===== src/rtl/rxf_pkg.sv =====
package rxf_pkg;

    localparam logic [7:0] SFD_OCTET        = 8'hA7;
    localparam int         SHR_ZERO_OCTETS  = 4;
    localparam int         ACK_MPDU_OCTETS  = 5;
    localparam int         ACK_STREAM_OCTETS = SHR_ZERO_OCTETS + 2 + ACK_MPDU_OCTETS - 2;

    localparam logic [2:0] FT_BEACON = 3'd0;
    localparam logic [2:0] FT_DATA   = 3'd1;
    localparam logic [2:0] FT_CMD    = 3'd3;

    typedef enum logic [1:0] {
        AM_NONE  = 2'b00,
        AM_RSVD  = 2'b01,
        AM_SHORT = 2'b10,
        AM_EXT   = 2'b11
    } amode_e;

    typedef enum logic [1:0] {
        AQ_IDLE,
        AQ_WAIT,
        AQ_SEND
    } ackq_e;

    typedef struct packed {
        logic       done;
        logic       accept;
        logic       ack;
        logic [7:0] seq;
    } verdict_t;

    // MPDU header octets before the payload, for a given destination mode
    function automatic logic [4:0] hdr_octets(amode_e m);
        case (m)
            AM_SHORT: return 5'd7;
            AM_EXT:   return 5'd13;
            default:  return 5'd3;
        endcase
    endfunction

    // Octet k of the acknowledgement stream (FCS excluded)
    function automatic logic [7:0] ack_stream_byte(logic [3:0] k, logic pend, logic [7:0] seq);
        if (k < 4'(SHR_ZERO_OCTETS)) return 8'h00;
        case (k)
            4'd4:    return SFD_OCTET;
            4'd5:    return 8'(ACK_MPDU_OCTETS);
            4'd6:    return {3'b000, pend, 4'b0010};
            4'd7:    return 8'h00;
            default: return seq;
        endcase
    endfunction

endpackage


===== src/rtl/rxf_parser.sv =====
module rxf_parser
    import rxf_pkg::*;
#(
    parameter int MAX_OCTETS = 127
) (
    input  logic        clk,
    input  logic        rst,
    input  logic        en,
    input  logic        rx_sof,
    input  logic        rx_valid,
    input  logic [7:0]  rx_byte,
    input  logic        rx_eof,
    input  logic        rx_fcs_ok,
    input  logic [15:0] cfg_pan,
    input  logic [15:0] cfg_short,
    input  logic [63:0] cfg_ext,
    output verdict_t    verdict
);
    localparam int CW = $clog2(MAX_OCTETS + 1);

    logic          in_frame;
    logic [CW-1:0] cnt;
    logic [2:0]    ftype;
    logic          ack_req;
    amode_e        dmode;
    logic [7:0]    seq;
    logic          pan_eq, pan_ff, adr_eq, adr_ff;

    logic          dst_present, in_pan, in_addr;
    logic [CW-1:0] rel, addr_len, need_len;
    logic [7:0]    pan_exp, adr_exp;
    logic          bcast, type_ok, fmt_ok, addr_ok, pass, ackable;

    always_comb begin
        dst_present = (dmode == AM_SHORT) || (dmode == AM_EXT);
        addr_len    = (dmode == AM_EXT) ? CW'(8) : ((dmode == AM_SHORT) ? CW'(2) : '0);
        rel         = cnt - CW'(5);
        in_pan      = dst_present && ((cnt == CW'(3)) || (cnt == CW'(4)));
        in_addr     = dst_present && (cnt >= CW'(5)) && (rel < addr_len);
        pan_exp     = cnt[0] ? cfg_pan[7:0] : cfg_pan[15:8];
        adr_exp     = (dmode == AM_EXT) ? cfg_ext[{rel[2:0], 3'b000} +: 8]
                    : (rel[0] ? cfg_short[15:8] : cfg_short[7:0]);

        need_len    = CW'(hdr_octets(dmode)) + CW'(2);
        bcast       = (dmode == AM_SHORT) && adr_ff;
        type_ok     = (ftype == FT_BEACON) || (ftype == FT_DATA) || (ftype == FT_CMD);
        fmt_ok      = type_ok && (dmode != AM_RSVD) && (cnt >= need_len);
        addr_ok     = dst_present ? ((pan_eq || pan_ff) && (adr_eq || bcast))
                                  : (ftype == FT_BEACON);
        pass        = fmt_ok && addr_ok && rx_fcs_ok;
        ackable     = pass && ack_req && ((ftype == FT_DATA) || (ftype == FT_CMD)) && !bcast;
    end

    always_ff @(posedge clk) begin
        if (rst) begin
            in_frame <= 1'b0;
            cnt      <= '0;
            ftype    <= '0;
            ack_req  <= 1'b0;
            dmode    <= AM_NONE;
            seq      <= '0;
            pan_eq   <= 1'b1;
            pan_ff   <= 1'b1;
            adr_eq   <= 1'b1;
            adr_ff   <= 1'b1;
            verdict  <= '0;
        end else begin
            verdict <= '0;
            if (en && rx_sof) begin
                in_frame <= 1'b1;
                cnt      <= '0;
                dmode    <= AM_NONE;
                pan_eq   <= 1'b1;
                pan_ff   <= 1'b1;
                adr_eq   <= 1'b1;
                adr_ff   <= 1'b1;
            end else if (in_frame && rx_eof) begin
                in_frame       <= 1'b0;
                verdict.done   <= 1'b1;
                verdict.accept <= pass;
                verdict.ack    <= ackable;
                verdict.seq    <= seq;
            end else if (in_frame && rx_valid) begin
                if (cnt != CW'(MAX_OCTETS)) cnt <= cnt + 1'b1;
                if (cnt == '0) begin
                    ftype   <= rx_byte[2:0];
                    ack_req <= rx_byte[5];
                end
                if (cnt == CW'(1)) dmode <= amode_e'(rx_byte[3:2]);
                if (cnt == CW'(2)) seq <= rx_byte;
                if (in_pan) begin
                    pan_eq <= pan_eq && (rx_byte == pan_exp);
                    pan_ff <= pan_ff && (rx_byte == 8'hFF);
                end
                if (in_addr) begin
                    adr_eq <= adr_eq && (rx_byte == adr_exp);
                    adr_ff <= adr_ff && (rx_byte == 8'hFF);
                end
            end
        end
    end

endmodule


===== src/rtl/rxf_ack_seq.sv =====
module rxf_ack_seq
    import rxf_pkg::*;
#(
    parameter int TURN_SYMS      = 12,
    parameter int SYMS_PER_OCTET = 2
) (
    input  logic       clk,
    input  logic       rst,
    input  logic       sym_tick,
    input  logic       ack_go,
    input  logic [7:0] ack_seq,
    input  logic       cfg_pending,
    output logic       busy,
    output logic       tx_start,
    output logic       tx_valid,
    output logic [7:0] tx_octet,
    output logic       tx_last
);
    localparam int         TW       = $clog2(TURN_SYMS + 1);
    localparam int         OW       = $clog2(SYMS_PER_OCTET + 1);
    localparam logic [3:0] LAST_IDX = 4'(ACK_STREAM_OCTETS - 1);

    ackq_e         state;
    logic [TW-1:0] tcnt;
    logic [OW-1:0] ocnt;
    logic [3:0]    idx;
    logic [3:0]    nidx;
    logic [7:0]    seq_q;

    assign busy = (state != AQ_IDLE);
    assign nidx = idx + 4'd1;

    always_ff @(posedge clk) begin
        if (rst) begin
            state    <= AQ_IDLE;
            tcnt     <= '0;
            ocnt     <= '0;
            idx      <= '0;
            seq_q    <= '0;
            tx_start <= 1'b0;
            tx_valid <= 1'b0;
            tx_octet <= '0;
            tx_last  <= 1'b0;
        end else begin
            tx_start <= 1'b0;
            tx_valid <= 1'b0;
            tx_last  <= 1'b0;
            case (state)
                AQ_IDLE: if (ack_go) begin
                    seq_q <= ack_seq;
                    tcnt  <= sym_tick ? TW'(1) : '0;
                    state <= AQ_WAIT;
                end
                AQ_WAIT: if (sym_tick) begin
                    if (tcnt == TW'(TURN_SYMS - 1)) begin
                        state    <= AQ_SEND;
                        idx      <= '0;
                        ocnt     <= '0;
                        tx_start <= 1'b1;
                        tx_valid <= 1'b1;
                        tx_octet <= ack_stream_byte(4'd0, cfg_pending, seq_q);
                    end else begin
                        tcnt <= tcnt + 1'b1;
                    end
                end
                AQ_SEND: if (sym_tick) begin
                    if (ocnt == OW'(SYMS_PER_OCTET - 1)) begin
                        ocnt <= '0;
                        if (idx == LAST_IDX) begin
                            state <= AQ_IDLE;
                        end else begin
                            idx      <= nidx;
                            tx_valid <= 1'b1;
                            tx_octet <= ack_stream_byte(nidx, cfg_pending, seq_q);
                            tx_last  <= (nidx == LAST_IDX);
                        end
                    end else begin
                        ocnt <= ocnt + 1'b1;
                    end
                end
                default: state <= AQ_IDLE;
            endcase
        end
    end

endmodule


===== src/rtl/rxf_filter_ack.sv =====
module rxf_filter_ack
    import rxf_pkg::*;
#(
    parameter int MAX_OCTETS     = 127,
    parameter int TURN_SYMS      = 12,
    parameter int SYMS_PER_OCTET = 2
) (
    input  logic        clk,
    input  logic        rst,
    input  logic [15:0] cfg_pan_id,
    input  logic [15:0] cfg_short_addr,
    input  logic [63:0] cfg_ext_addr,
    input  logic        cfg_frame_pending,
    input  logic        sym_tick,
    input  logic        rx_sof,
    input  logic        rx_valid,
    input  logic [7:0]  rx_byte,
    input  logic        rx_eof,
    input  logic        rx_fcs_ok,
    output logic        frame_accept,
    output logic        ack_tx_start,
    output logic        ack_valid,
    output logic [7:0]  ack_octet,
    output logic        ack_last
);
    verdict_t verdict;
    logic     ack_go;
    logic     ack_busy;
    logic     parse_en;

    assign ack_go       = verdict.done && verdict.ack;
    assign parse_en     = !(ack_busy || ack_go);
    assign frame_accept = verdict.done && verdict.accept;

    rxf_parser #(.MAX_OCTETS(MAX_OCTETS)) u_parser (
        .clk       (clk),
        .rst       (rst),
        .en        (parse_en),
        .rx_sof    (rx_sof),
        .rx_valid  (rx_valid),
        .rx_byte   (rx_byte),
        .rx_eof    (rx_eof),
        .rx_fcs_ok (rx_fcs_ok),
        .cfg_pan   (cfg_pan_id),
        .cfg_short (cfg_short_addr),
        .cfg_ext   (cfg_ext_addr),
        .verdict   (verdict)
    );

    rxf_ack_seq #(
        .TURN_SYMS      (TURN_SYMS),
        .SYMS_PER_OCTET (SYMS_PER_OCTET)
    ) u_ack (
        .clk         (clk),
        .rst         (rst),
        .sym_tick    (sym_tick),
        .ack_go      (ack_go),
        .ack_seq     (verdict.seq),
        .cfg_pending (cfg_frame_pending),
        .busy        (ack_busy),
        .tx_start    (ack_tx_start),
        .tx_valid    (ack_valid),
        .tx_octet    (ack_octet),
        .tx_last     (ack_last)
    );

endmodule


===== config.mk =====
export PLATFORM = sky130hd
export DESIGN_NAME = rxf_filter_ack
export DESIGN_NICKNAME = d
export VERILOG_FILES = /design/src/rtl/rxf_pkg.sv /design/src/rtl/rxf_parser.sv /design/src/rtl/rxf_ack_seq.sv /design/src/rtl/rxf_filter_ack.sv
export SDC_FILE = /design/constraint.sdc
export NUM_CORES = 1
export LEC_CHECK = 0
export BUFFER_PORTS_ARGS = -buffer_cell sky130_fd_sc_hd__buf_2
export CAP_MARGIN = 40
export CELL_PAD_IN_SITES_DETAIL_PLACEMENT = 1
export CELL_PAD_IN_SITES_GLOBAL_PLACEMENT = 2
export CORE_MARGIN = 1.5
export CORE_UTILIZATION = 31
export CTS_CLUSTER_SIZE = 25
export DETAILED_ROUTE_END_ITERATION = 8
export GPL_TIMING_DRIVEN = 0
export PLACE_DENSITY_LB_ADDON = 0.1
export SYNTH_ARGS = -nofsm -noshare
export SYNTH_HDL_FRONTEND = slang
export SYNTH_SLANG_ARGS = --single-unit
export TNS_END_PERCENT = 1

===== constraint.sdc =====
create_clock -name clk -period 3.25 [get_ports clk]
set_input_delay 0.8125 -clock clk [delete_from_list [all_inputs] [get_ports clk]]
set_output_delay 0.8125 -clock clk [all_outputs]
set_load 0.01 [all_outputs]

* Word-level counts from Yosys, hierarchy flattened
Cells that the tools add are included.
** Storage, ports and cells
- Bits in registers :: 68
- Latch bits :: 0
- Memory bits (writable) :: 0
- Memory bits (read-only) :: 0
- Memories :: 0
** Cells by class
- Add/sub/neg operators :: 6
- $mul :: 0
- Div/mod/pow operators :: 0
- Magnitude comparators :: 4
- Eq/ne operators :: 31
- Shift-type cells :: 1
- Multiplexer cells :: 59
- Bitwise logic cells :: 6
- Reduce and logical (&&, ||, !) cells :: 53
** Operator list (count)
- 8-bit 2-to-1 mux :: 11
- 64-bit by 7-bit indexed part select with 8-bit output :: 1
- 4-bit 2-to-1 mux :: 8
- 8-bit one-hot mux with 4 select lines :: 1
- 4-bit one-hot mux with 2 select lines :: 3
- 2-bit 2-to-1 mux :: 11
- 1-bit logical AND :: 21
- 1-bit 2-to-1 mux :: 19
- 4-bit by 3-bit == test with 1-bit output (second input constant) :: 4
- 8-bit == test :: 2
- 8-bit one-hot mux with 2 select lines :: 1
- 4-bit AND reduction :: 4
- 7-bit by 2-bit == test with 1-bit output (second input constant) :: 2
- 4-bit == test (second input constant) :: 3
- 3-bit AND reduction :: 4
- 6-bit AND reduction :: 2
- 11-bit 2-to-1 mux :: 1
- 2-bit inequality test (second input constant) :: 5
- 4-bit by 1-bit adder with 4-bit output (second input constant) :: 2
- 8-bit == test (second input constant) :: 1
- 1-bit logical OR :: 8
- 2-bit by 1-bit inequality test with 1-bit output (second input constant) :: 4
- 2-bit nonzero test :: 4
- 7-bit by 1-bit adder with 7-bit output (second input constant) :: 1
- 27 further kinds :: 37

* Logic depth before layout (Yosys ltp)
Gate-level depths: netlist (run 1).
- Depth in word-level cells :: 13
- Depth in mapped cells :: 12
- Gate-level depth less buffers :: 9

* By module
A second synthesis (run 1) with hierarchy kept.
** Second synthesis, totals
- Cell total of the unflattened synthesis :: 518
- Area, all modules :: 4623.2 µm²
** By module, submodules not included
- rxf_parser :: instances 1, cells each 306, area each 2738.9 µm²
- rxf_ack_seq :: instances 1, cells each 209, area each 1866.8 µm²
- rxf_filter_ack :: instances 1, cells each 3, area each 17.5 µm²

* Worst setup path before layout (run 1)
No wires, ideal clock.
- Path kind :: reg-to-reg
- Start point :: reg u_parser.cnt[0]
- End point :: reg u_parser.adr_eq
- Library setup time :: 0.087 ns
- Arrival :: 2.490 ns
- Required time :: 3.163 ns
- Path slack :: 0.673 ns
- Cell stages (with the launch flop) :: 12
- Path buffers :: 4
- Clock period less this slack :: 2.577 ns
- Path through :: dfxtp_1 -> buf_6 -> buf_2 -> inv_1 -> ha_1 -> buf_2 -> buf_2 -> mux4_2 -> xor2_1 -> o31ai_1 -> a21oi_1 -> o31ai_1
** Between the ends
- Longest elaborated chain between the ends :: 5
- Elaborated cells on any way between the ends :: 11
- Those cells by class :: 1 x add/sub; 2 x order compare; 1 x eq/ne; 1 x shift; 2 x mux; 4 x reduce/logical
** RTL lines
- start: declaration :: RTL line rxf_parser.sv:22 : logic [CW-1:0] cnt;
- start signal: assignment :: RTL line rxf_parser.sv:84 : if (cnt != CW'(MAX_OCTETS)) cnt <= cnt + 1'b1;
- 7-bit by 3-bit subtractor with 7-bit output * :: RTL line rxf_parser.sv:37 : rel = cnt - CW'(5);
- net u_parser.rel[0] :: RTL line rxf_parser.sv:30 : logic [CW-1:0] rel, addr_len, need_len;
- 64-bit by 7-bit indexed part select with 8-bit output or 8-bit 2-to-1 mux (tied branches) :: RTL line rxf_parser.sv:41, rxf_parser.sv:42
- 8-bit 2-to-1 mux :: RTL line rxf_parser.sv:41 : adr_exp = (dmode == AM_EXT) ? cfg_ext[{rel[2:0], 3'b000} +: 8]
- 8-bit == test :: RTL line rxf_parser.sv:96 : adr_eq <= adr_eq && (rx_byte == adr_exp);
- 1-bit logical AND :: RTL line rxf_parser.sv:96
- end signal: assignment :: RTL line rxf_parser.sv:96
- end: declaration :: RTL line rxf_parser.sv:27 : logic pan_eq, pan_ff, adr_eq, adr_ff;
The timed path passes the listed nets; every way through them passes the cells marked *.
A chain may end at the register's enable or synchronous reset.

* Final worst setup path (run 1)
Ends and elaborated chain as after synthesis.

==> impl_metrics.json, run 1 <==
{
  "status": "finished, final reports clean",
  "antenna_found_initial": 0,
  "tightest_slew_ns": 0.669,
  "routedWlPerCell_um": 16.2,
  "synth_top_area_frac": 0.326,
  "die_height_um": 119,
  "htree_levels": 3,
  "vias": 3751,
  "cts_inserted_buffers": 9,
  "drt-initial-drc-count": 129,
  "fin_skew_ns": 0.00907,
  "hold_depth": 2,
  "cp_data_required_time_ns": 3.49,
  "cap_violations": 0,
  "cp-end-kind": "register",
  "first_pass_iters": 4,
  "grt_pass1_vias": 4028,
  "ir_worst_vdd_mv": 0.246,
  "crit_arrival_ns": 3.21,
  "cp_cell_sequence": "buf_6 -> clkbuf_4 -> inv_1 -> ha_1 -> buf_2 -> clkbuf_4 -> mux4_2 -> xor2_1 -> o31ai_1 -> a21oi_1 -> o31ai_1",
  "drive_gt1_frac": 0.274,
  "start_util": 0.316,
  "synth_warnings": 0,
  "cp_slowest_stage_delay_ns": 0.42,
  "synth_nets": 587,
  "fin_crit_sh": 0.912,
  "core_sq_um": 13200,
  "drc": 0,
  "dpl-instance-area_sq_um": 4980,
  "async_flop_share": 0,
  "fmax_ghz": 0.337,
  "finalHoldViolCount": 0,
  "gp_congestion": 0.776,
  "placementRows": 42,
  "ant_nets": 0,
  "num_antenna_cells": 0,
  "critPathSlowestCell": "dfxtp_1",
  "hold_buffers": 0,
  "path_buf_inv": 5,
  "reg2regPathDepth": 11,
  "post_cts_buffers": 0,
  "power_density_nw_per_um2": 382,
  "criticalPathCategory": "register to register",
  "ys_top_cells_by_area": "dfxtp_1, mux2i_1, mux4_2",
  "fin_area_sq_um": 5280,
  "ctsLongestPathBuffers": 2,
  "min_to": "u_ack.tx_octet[0]$_SDFFE_PP0P_",
  "grt.overflow.total": 0,
  "post_cts_resized": 0,
  "regToRegEndpoint": "u_parser.adr_eq$_SDFFE_PP1P_",
  "cp_max_fo": 10,
  "synth_ff_type": "dfxtp_1",
  "cts.sinks": 68,
  "port_buffers": 117,
  "maxSlewHeadroom": 0.554,
  "synth-edff-count": 0,
  "cts_root_buf": "clkbuf_16",
  "clk_latency_ns": 0.33,
  "finalSetupViolCount": 0,
  "hold_class": "register to register",
  "report.final.slew_viol_count": 0,
  "dpl.hpwl_mm": 10.1,
  "synth_largest_area_cell": "dfxtp_1",
  "grt_usage": 0.181,
  "final.setup.tns_ns": 0,
  "path_clk_slew_ns": 0.06,
  "netlist_area_sq_um": 4170,
  "min_period_ns": 2.96,
  "nNetsFinal": 715,
  "via_per_inst": 4.92,
  "fp.dieArea_sq_um": 14200,
  "ys_ff_latch": 68,
  "grt_max_degree": 14,
  "rr_startpoint": "u_parser.cnt[0]$_SDFFE_PP0P_",
  "wl_mm": 12.3,
  "synthCells": 454,
  "cpLargestDelayFamily": "buffers and inverters",
  "min_from": "u_ack.tx_octet[0]$_SDFFE_PP0P_",
  "syn_area_per_cell_sq_um": 9.19,
  "r2r_slack_ns": 0.29,
  "leakagePower_nw": 2.32,
  "cts_tree": "built",
  "ys_types": 50,
  "ys_seq_area_frac": 0.326,
  "die_w_um": 119,
  "area_growth_pct": 26.6,
  "grt_pass1_wl_mm": 20.1,
  "io_pins": 124,
  "start_kind": "register",
  "rsz0062_at_grt": "false"
}
## stage by stage
| stage | power, mW | instances | setup slack (ns) | util | hold slack (ns) |
|---|---|---|---|---|---|
| floorplan | 0.962 | 454 | 0.673 | - | 0.430 |
| global placement | 1.06 | 747 | 0.168 | 0.378 | 0.441 |
| detailed placement | 1.06 | 747 | 0.107 | 0.378 | 0.447 |
| CTS | 2.04 | 763 | 0.0827 | 0.400 | 0.457 |
| global route | 2.10 | 763 | 0.0310 | 0.401 | 0.482 |
| finish | 2.02 | 763 | 0.285 | 0.401 | 0.457 |
## area by class of cell
cell class              instances  area (sq um)
flip-flops and latches         68          1360
inverters                      20          75.1
well taps                     176           220
clock buffers                   9           225
clock inverters                 7          73.8
multi-input cells             342          2620
plain buffers                  24           126
fillers                      1588          7910
repair buffers                117           586
## placed cells by master (no fill, tap or decap), types with 6 or more instances in the layout
cell / instances
buf_2: 122
dfxtp_1: 68
nor2_1: 53
mux2i_1: 47
nand2_1: 29
xnor2_1: 21
ha_1: 21
inv_1: 20
a21oi_1: 18
o21ai_0: 16
xor2_1: 16
clkbuf_1: 14
mux4_2: 14
nand3_1: 12
and2_1: 10
nand4_1: 10
nor2b_1: 9
a22oi_1: 9
clkbuf_16: 9
nor3_1: 6
## Yosys cell counts (2+ instances only)
cell,instances
nor2b_1,9
nand4_1,10
mux4_2,14
inv_1,20
buf_6,3
nor3b_1,3
buf_2,7
o21ai_0,16
nand3b_1,2
o2bb2ai_1,3
or3_1,4
and3_1,5
mux4_1,2
nor3_1,6
xor2_1,16
dfxtp_1,68
clkbuf_1,14
nor2_1,53
nand3_1,12
a41oi_1,3
a22oi_1,9
a21o_1,3
xnor2_1,21
and2_1,10
a21oi_1,18
nand2_1,29
o31ai_1,3
and3b_1,2
ha_1,21
nand2b_1,2
mux2i_1,47
## kinds of logic after synthesis
group                    Yosys count  share of synthesized area
AO/OA/AOI/OAI                     68                      0.106
XOR/XNOR                          37                     0.0776
adder cells (fa/ha/maj)           21                     0.0629
buffers and inverters             44                     0.0471
flip-flops                        68                      0.326
multiplexers                      63                      0.201
AND/OR/NAND/NOR                  153                      0.180
## sequential cells by signal, summed over array words and instances (netlist names), 2 cells and up
signal	flops
u_parser.dmode	2
u_ack.state	2
u_ack.idx	4
u_ack.tcnt	4
u_ack.tx_octet	8
u_ack.seq_q	8
u_parser.cnt	7
u_parser.verdict	11
u_parser.seq	8
u_ack.ocnt	2
u_parser.ftype	3
## report_power, final
| group | internal, mW | total [mW] | switching (mW) |
|---|---|---|---|
| clock | 0.597 | 0.979 | 0.382 |
| combinational | 0.105 | 0.201 | 0.0961 |
| sequential | 0.836 | 0.837 | 0.00184 |
| total | 1.54 | 2.02 | 0.480 |
## worst reg2reg max path, stage by stage, from the launching register on
cell	delay, ns
dfxtp_1	0.42
buf_6	0.20
clkbuf_4	0.26
inv_1	0.11
ha_1	0.29
buf_2	0.23
clkbuf_4	0.28
mux4_2	0.35
xor2_1	0.16
o31ai_1	0.24
a21oi_1	0.12
o31ai_1	0.21
## metal layers
metal	up-vias	part of all wire	track usage
met5	-	0	0
met4	0	0.013	0.0527
met3	14	0.045	0.0369
met2	97	0.53	0.353
met1	1777	0.41	0.195
li1	1863	-	-
## worst max-delay path by stage
| stage | from | end | slack [ns] | depth (start not counted) |
|---|---|---|---|---|
| 6_report | u_parser.cnt[0]$_SDFFE_PP0P_ | u_parser.adr_eq$_SDFFE_PP1P_ | 0.29 | 11 |
| 5_1_grt | u_parser.cnt[0]$_SDFFE_PP0P_ | u_parser.adr_eq$_SDFFE_PP1P_ | 0.03 | 11 |
| 4_1_cts | u_parser.cnt[0]$_SDFFE_PP0P_ | u_parser.adr_eq$_SDFFE_PP1P_ | 0.08 | 11 |
| 3_5_place_dp | u_parser.cnt[0]$_SDFFE_PP0P_ | u_parser.adr_eq$_SDFFE_PP1P_ | 0.11 | 11 |
| 3_3_place_gp | u_parser.cnt[0]$_SDFFE_PP0P_ | u_parser.adr_eq$_SDFFE_PP1P_ | 0.17 | 11 |
| 2_1_floorplan | u_parser.cnt[0]$_SDFFE_PP0P_ | u_parser.adr_eq$_SDFFE_PP1P_ | 0.67 | 11 |
Power figures use the tool's default switching activity.
==> inputs of run 2 (changes only) <==
--- a/config.mk
+++ b/config.mk
@@ -7,14 +7,12 @@
 export LEC_CHECK = 0
 export BUFFER_PORTS_ARGS = -buffer_cell sky130_fd_sc_hd__buf_2
 export CAP_MARGIN = 40
-export CELL_PAD_IN_SITES_DETAIL_PLACEMENT = 1
-export CELL_PAD_IN_SITES_GLOBAL_PLACEMENT = 2
 export CORE_MARGIN = 1.5
-export CORE_UTILIZATION = 31
+export CORE_UTILIZATION = 50
 export CTS_CLUSTER_SIZE = 25
 export DETAILED_ROUTE_END_ITERATION = 8
 export GPL_TIMING_DRIVEN = 0
-export PLACE_DENSITY_LB_ADDON = 0.1
+export PLACE_DENSITY = 0.78
 export SYNTH_ARGS = -nofsm -noshare
 export SYNTH_HDL_FRONTEND = slang
 export SYNTH_SLANG_ARGS = --single-unit
==> constraint.sdc (replaced) <==
create_clock -name clk -period 3.4 [get_ports clk]
set_input_delay 0.85 -clock clk [delete_from_list [all_inputs] [get_ports clk]]
set_output_delay 0.85 -clock clk [all_outputs]
set_load 0.01 [all_outputs]
==> impl_metrics.json, run 2 (same netlist as run 1, synthesis figures left out) <==
{
  "p_clk_frac": 0.371,
  "path_common_cell": "buf_2",
  "fill_cells": 689,
  "drc": 0,
  "layout_commonest_cell": "buf_2",
  "placementRows": 33,
  "drive_gt1_frac": 0.273,
  "ir_worst_vdd_mv": 0.187,
  "htree_levels": 3,
  "dpl.hpwl_mm": 8.36,
  "start_util": 0.513,
  "layout_setup_ws_ns": 0.342,
  "crit_arrival_ns": 3.33,
  "cp_slowest_stage_delay_ns": 0.43,
  "dpl-instance-area_sq_um": 4890,
  "path_clk_slew_ns": 0.08,
  "cp_cell_sequence": "buf_6 -> buf_2 -> inv_1 -> ha_1 -> buf_2 -> buf_2 -> mux4_2 -> xor2_1 -> o31ai_1 -> a21oi_1 -> o31ai_1",
  "fp.dieArea_sq_um": 8900,
  "cts_inserted_buffers": 9,
  "fmax_ghz": 0.327,
  "comb_power_share": 0.121,
  "ctsLongestPathBuffers": 2,
  "cts_tree": "built",
  "fin_crit_sh": 0.900,
  "path_buf_inv": 5,
  "cp_data_required_time_ns": 3.67,
  "port_buffers": 117,
  "fin_area_sq_um": 5060,
  "first_pass_iters": 4,
  "grt_max_degree": 12,
  "vias": 3831,
  "hold_class": "register to register",
  "nNetsFinal": 715,
  "cp_max_fo": 10,
  "grt_pass1_vias": 3695,
  "finalHoldViolCount": 0,
  "status": "finished, final reports clean",
  "power_density_nw_per_um2": 312,
  "die_height_um": 94.4,
  "area_growth_pct": 21.2,
  "timing.hold.ws_ns": 0.449,
  "netSwitchingFraction": 0.253,
  "hold_buffers": 0,
  "fin_skew_ns": 0.00897,
  "die_w_um": 94.4,
  "cts.sinks": 68,
  "antenna_found_initial": 0,
  "criticalPathCategory": "register to register",
  "via_per_inst": 5.54,
  "post_cts_resized": 0,
  "cap_violations": 0,
  "wl_mm": 10.6,
  "final.setup.tns_ns": 0,
  "gp_congestion": 0.894,
  "internal_power_mw": 1.18,
  "finalSetupViolCount": 0,
  "layout_common_cells": "buf_2, dfxtp_1, nor2_1",
  "leakagePower_nw": 2.26,
  "top_register": "u_parser.verdict",
  "tightest_slew_ns": 0.621,
  "grt_usage": 0.247,
  "clk_latency_ns": 0.35,
  "cpLargestDelayFamily": "buffers and inverters",
  "report.final.slew_viol_count": 0,
  "rsz0062_at_grt": "false",
  "num_antenna_cells": 0,
  "largest_register_ffs": 11,
  "drt-initial-drc-count": 143,
  "io_pins": 124,
  "seq_power_share": 0.507,
  "ant_nets": 0,
  "start_kind": "register",
  "grt.overflow.total": 0,
  "post_cts_buffers": 0,
  "grt_pass1_wl_mm": 16.7,
  "critPathSlowestCell": "dfxtp_1",
  "routedWlPerCell_um": 15.3,
  "min_period_ns": 3.06,
  "core_sq_um": 8130,
  "cts_root_buf": "clkbuf_8",
  "p_sw_uw": 399,
  "dp_slack_ns": 0.406,
  "maxSlewHeadroom": 0.583,
  "cp-end-kind": "register"
}
==> run 2: cell types whose count changed in the layout (fill, tap and decap cells not counted) <==
cell,previous run,this run
clkbuf_1,14,15
buf_2,122,124
clkbuf_4,2,0
clkinv_4,1,0
clkbuf_8,0,10
inv_6,2,0
bufinv_16,1,0
clkinv_2,2,4
clkbuf_16,9,0
==> run 2: final cells by class <==
| cell class | count | area, sq um | share of cell area |
|---|---|---|---|
| flip-flops and latches | 68 | 1360 | 0.269 |
| multi-input cells | 342 | 2620 | 0.517 |
| repair buffers | 117 | 586 | 0.116 |
| inverters | 20 | 75.1 | 0.0148 |
| clock inverters | 5 | 27.5 | 0.00544 |
| plain buffers | 24 | 121 | 0.0240 |
| well taps | 105 | 131 | 0.0260 |
| clock buffers | 11 | 141 | 0.0279 |
==> run 2: routing by layer <==
layer | routed length [um] | vias up | GRT usage
li1 | - | 1865 | -
met3 | 541 | 27 | 0.0290
met4 | 386 | 0 | 0.137
met1 | 4120 | 1797 | 0.269
met2 | 5570 | 142 | 0.462
met5 | 0 | - | 0
==> run 2: worst paths after layout <==
kind / startpoint / to / slack (ns) / cells past startpoint
worst max-delay path: u_parser.cnt[0]$_SDFFE_PP0P_ / u_parser.adr_eq$_SDFFE_PP1P_ / 0.34 / 11
worst min register to register: u_ack.tx_octet[2]$_SDFFE_PP0P_ / u_ack.tx_octet[2]$_SDFFE_PP0P_ / 0.45 / 2
worst max register to register: u_parser.cnt[0]$_SDFFE_PP0P_ / u_parser.adr_eq$_SDFFE_PP1P_ / 0.34 / 11
worst min-delay path: u_ack.tx_octet[2]$_SDFFE_PP0P_ / u_ack.tx_octet[2]$_SDFFE_PP0P_ / 0.45 / 2
==> run 2: power by group through the flow <==
stage	Sequential, mW	Clock (mW)	Combinational, mW
floorplan	0.817	0	0.102
global placement	0.818	0	0.186
detailed placement	0.818	0	0.192
CTS	0.800	0.589	0.192
global route	0.799	0.620	0.207
finish	0.800	0.585	0.191
==> run 2: metrics by stage <==
stage / power [mW] / util / std cells
final: 1.58 / 0.622 / 692
after global placement: 1.00 / 0.601 / 676
after CTS: 1.58 / 0.622 / 692
after floorplan: 0.920 / - / 454
after detailed placement: 1.01 / 0.601 / 676
after global routing: 1.63 / 0.622 / 692
==> run 2: worst reg2reg max path, delay by kind of cell, from the launching register on <==
family / cells / cell delay (ns)
xor+xnor: 1 / 0.15
buf+inv: 5 / 1.14
compound gates: 3 / 0.62
flops: 1 / 0.43
fa+ha+maj: 1 / 0.31
mux: 1 / 0.34
==> inputs of run 3 (changes only) <==
--- a/config.mk
+++ b/config.mk
@@ -7,6 +7,7 @@
 export LEC_CHECK = 0
 export BUFFER_PORTS_ARGS = -buffer_cell sky130_fd_sc_hd__buf_2
 export CAP_MARGIN = 40
+export CORE_ASPECT_RATIO = 0.8
 export CORE_MARGIN = 1.5
 export CORE_UTILIZATION = 50
 export CTS_CLUSTER_SIZE = 25
==> impl_metrics.json, run 3 (same netlist as run 1, synthesis figures left out) <==
{
  "wl_mm": 11.0,
  "htree_levels": 3,
  "internal_power_mw": 1.31,
  "final.setup.tns_ns": 0,
  "timing.hold.ws_ns": 0.450,
  "report.final.slew_viol_count": 0,
  "finalHoldViolCount": 0,
  "p_clk_frac": 0.415,
  "io_pins": 124,
  "vias": 3846,
  "cp_data_required_time_ns": 3.67,
  "stdcell_count": 694,
  "clk_latency_ns": 0.35,
  "largest_register_ffs": 11,
  "routedWlPerCell_um": 15.8,
  "ctsLongestPathBuffers": 2,
  "grt_pass1_vias": 3843,
  "cts_root_buf": "clkbuf_8",
  "grt_max_degree": 12,
  "placementRows": 29,
  "antenna_found_initial": 0,
  "layout_setup_ws_ns": 0.305,
  "fp.dieArea_sq_um": 8910,
  "top_register": "u_parser.verdict",
  "path_common_cell": "buf_2",
  "critPathSlowestCell": "dfxtp_1",
  "dp_slack_ns": 0.282,
  "seq_power_share": 0.470,
  "reg2regPathDepth": 11,
  "grt_usage": 0.262,
  "power_density_nw_per_um2": 333,
  "first_pass_iters": 5,
  "dpl.hpwl_mm": 8.71,
  "drive_gt1_frac": 0.273,
  "fill_cells": 665,
  "criticalPathCategory": "register to register",
  "hold_class": "register to register",
  "drt-initial-drc-count": 193,
  "rsz0062_at_grt": "false",
  "via_per_inst": 5.54,
  "netSwitchingFraction": 0.232,
  "drc": 0,
  "comb_power_share": 0.115,
  "fmax_ghz": 0.323,
  "start_util": 0.521,
  "start_kind": "register",
  "area_growth_pct": 22.3,
  "fin_crit_sh": 0.910,
  "crit_arrival_ns": 3.36,
  "cap_violations": 0,
  "gp_congestion": 0.907,
  "die_w_um": 105,
  "core_sq_um": 8020,
  "seqCellArea_sq_um": 1360,
  "fin_skew_ns": 0.0137,
  "nNetsFinal": 715,
  "cts_inserted_buffers": 9,
  "port_buffers": 117,
  "cp-end-kind": "register",
  "cts_tree": "built",
  "tightest_slew_ns": 0.629,
  "leakagePower_nw": 2.28,
  "die_height_um": 84.7,
  "grt.overflow.total": 0,
  "ant_nets": 0,
  "ir_worst_vdd_mv": 0.169,
  "grt_pass1_wl_mm": 18.3,
  "cp_slowest_stage_delay_ns": 0.43,
  "cp_max_fo": 10,
  "finalSetupViolCount": 0,
  "layout_common_cells": "buf_2, dfxtp_1, nor2_1",
  "path_clk_slew_ns": 0.07,
  "status": "finished, final reports clean",
  "dpl.cell_count": 679,
  "cts.sinks": 68,
  "layout_commonest_cell": "buf_2",
  "num_antenna_cells": 0,
  "maxSlewHeadroom": 0.580,
  "min_period_ns": 3.09,
  "hold_depth": 2,
  "hold_buffers": 0,
  "p_sw_uw": 395,
  "multi_input_area_sq_um": 2620,
  "cp_cell_sequence": "buf_6 -> buf_2 -> inv_1 -> ha_1 -> buf_2 -> buf_2 -> mux4_2 -> xor2_1 -> o31ai_2 -> a21oi_1 -> o31ai_1"
}
==> run 3: cell types whose count changed in the layout (fill, tap and decap cells not counted) <==
| cell | change |
|---|---|
| bufinv_16 | +2 |
| o31ai_1 | -1 |
| o31ai_2 | +1 |
| clkinv_2 | -2 |
| clkbuf_8 | -1 |
==> run 3: per-layer routing <==
metal,part of all wire,vias to the layer above,global-route usage
li1,-,1862,-
met1,0.44,1830,0.329
met2,0.48,129,0.437
met3,0.063,25,0.0707
met4,0.023,0,0.0884
met5,0,-,0
==> run 3: final timing paths <==
kind	from	end	slack [ns]
max	u_parser.cnt[0]$_SDFFE_PP0P_	u_parser.adr_eq$_SDFFE_PP1P_	0.31
min	u_ack.tx_octet[0]$_SDFFE_PP0P_	u_ack.tx_octet[0]$_SDFFE_PP0P_	0.45
max reg2reg	u_parser.cnt[0]$_SDFFE_PP0P_	u_parser.adr_eq$_SDFFE_PP1P_	0.31
min reg2reg	u_ack.tx_octet[0]$_SDFFE_PP0P_	u_ack.tx_octet[0]$_SDFFE_PP0P_	0.45
==> run 3: power by group through the flow <==
stage / clock network [mW] / registers [mW] / logic (mW)
after floorplan: 0 / 0.817 / 0.102
after global placement: 0 / 0.818 / 0.186
after detailed placement: 0 / 0.818 / 0.192
after CTS: 0.719 / 0.800 / 0.192
after global routing: 0.754 / 0.800 / 0.210
final: 0.706 / 0.800 / 0.195
==> run 3: metrics by stage <==
stage	utilization	area, sq um	power [mW]
floorplan	-	4170	0.920
global placement	0.610	4890	1.00
detailed placement	0.610	4890	1.01
CTS	0.636	5100	1.71
global route	0.637	5100	1.76
finish	0.637	5100	1.70
==> run 3: timing repair <==
| item | 4_1_cts | 5_1_grt |
|---|---|---|
| resized for setup | 0 | 1 |
| buffers inserted | 0 | 0 |
| setup endpoints to repair | 0 | 1 |
==> run 3: critical path: cells and delay by family (launching register included) <==
kind | cells | cell delay [ns]
compound gates | 3 | 0.58
xor+xnor | 1 | 0.17
fa+ha+maj | 1 | 0.29
buf+inv | 5 | 1.20
flops | 1 | 0.43
mux | 1 | 0.35
==> run 3: layout make-up <==
cell class,count,area share
multi-input cells,342,0.513
flip-flops and latches,68,0.267
repair buffers,117,0.115
well taps,108,0.0265
clock buffers,10,0.0250
plain buffers,24,0.0238
clock inverters,5,0.0152
inverters,20,0.0147
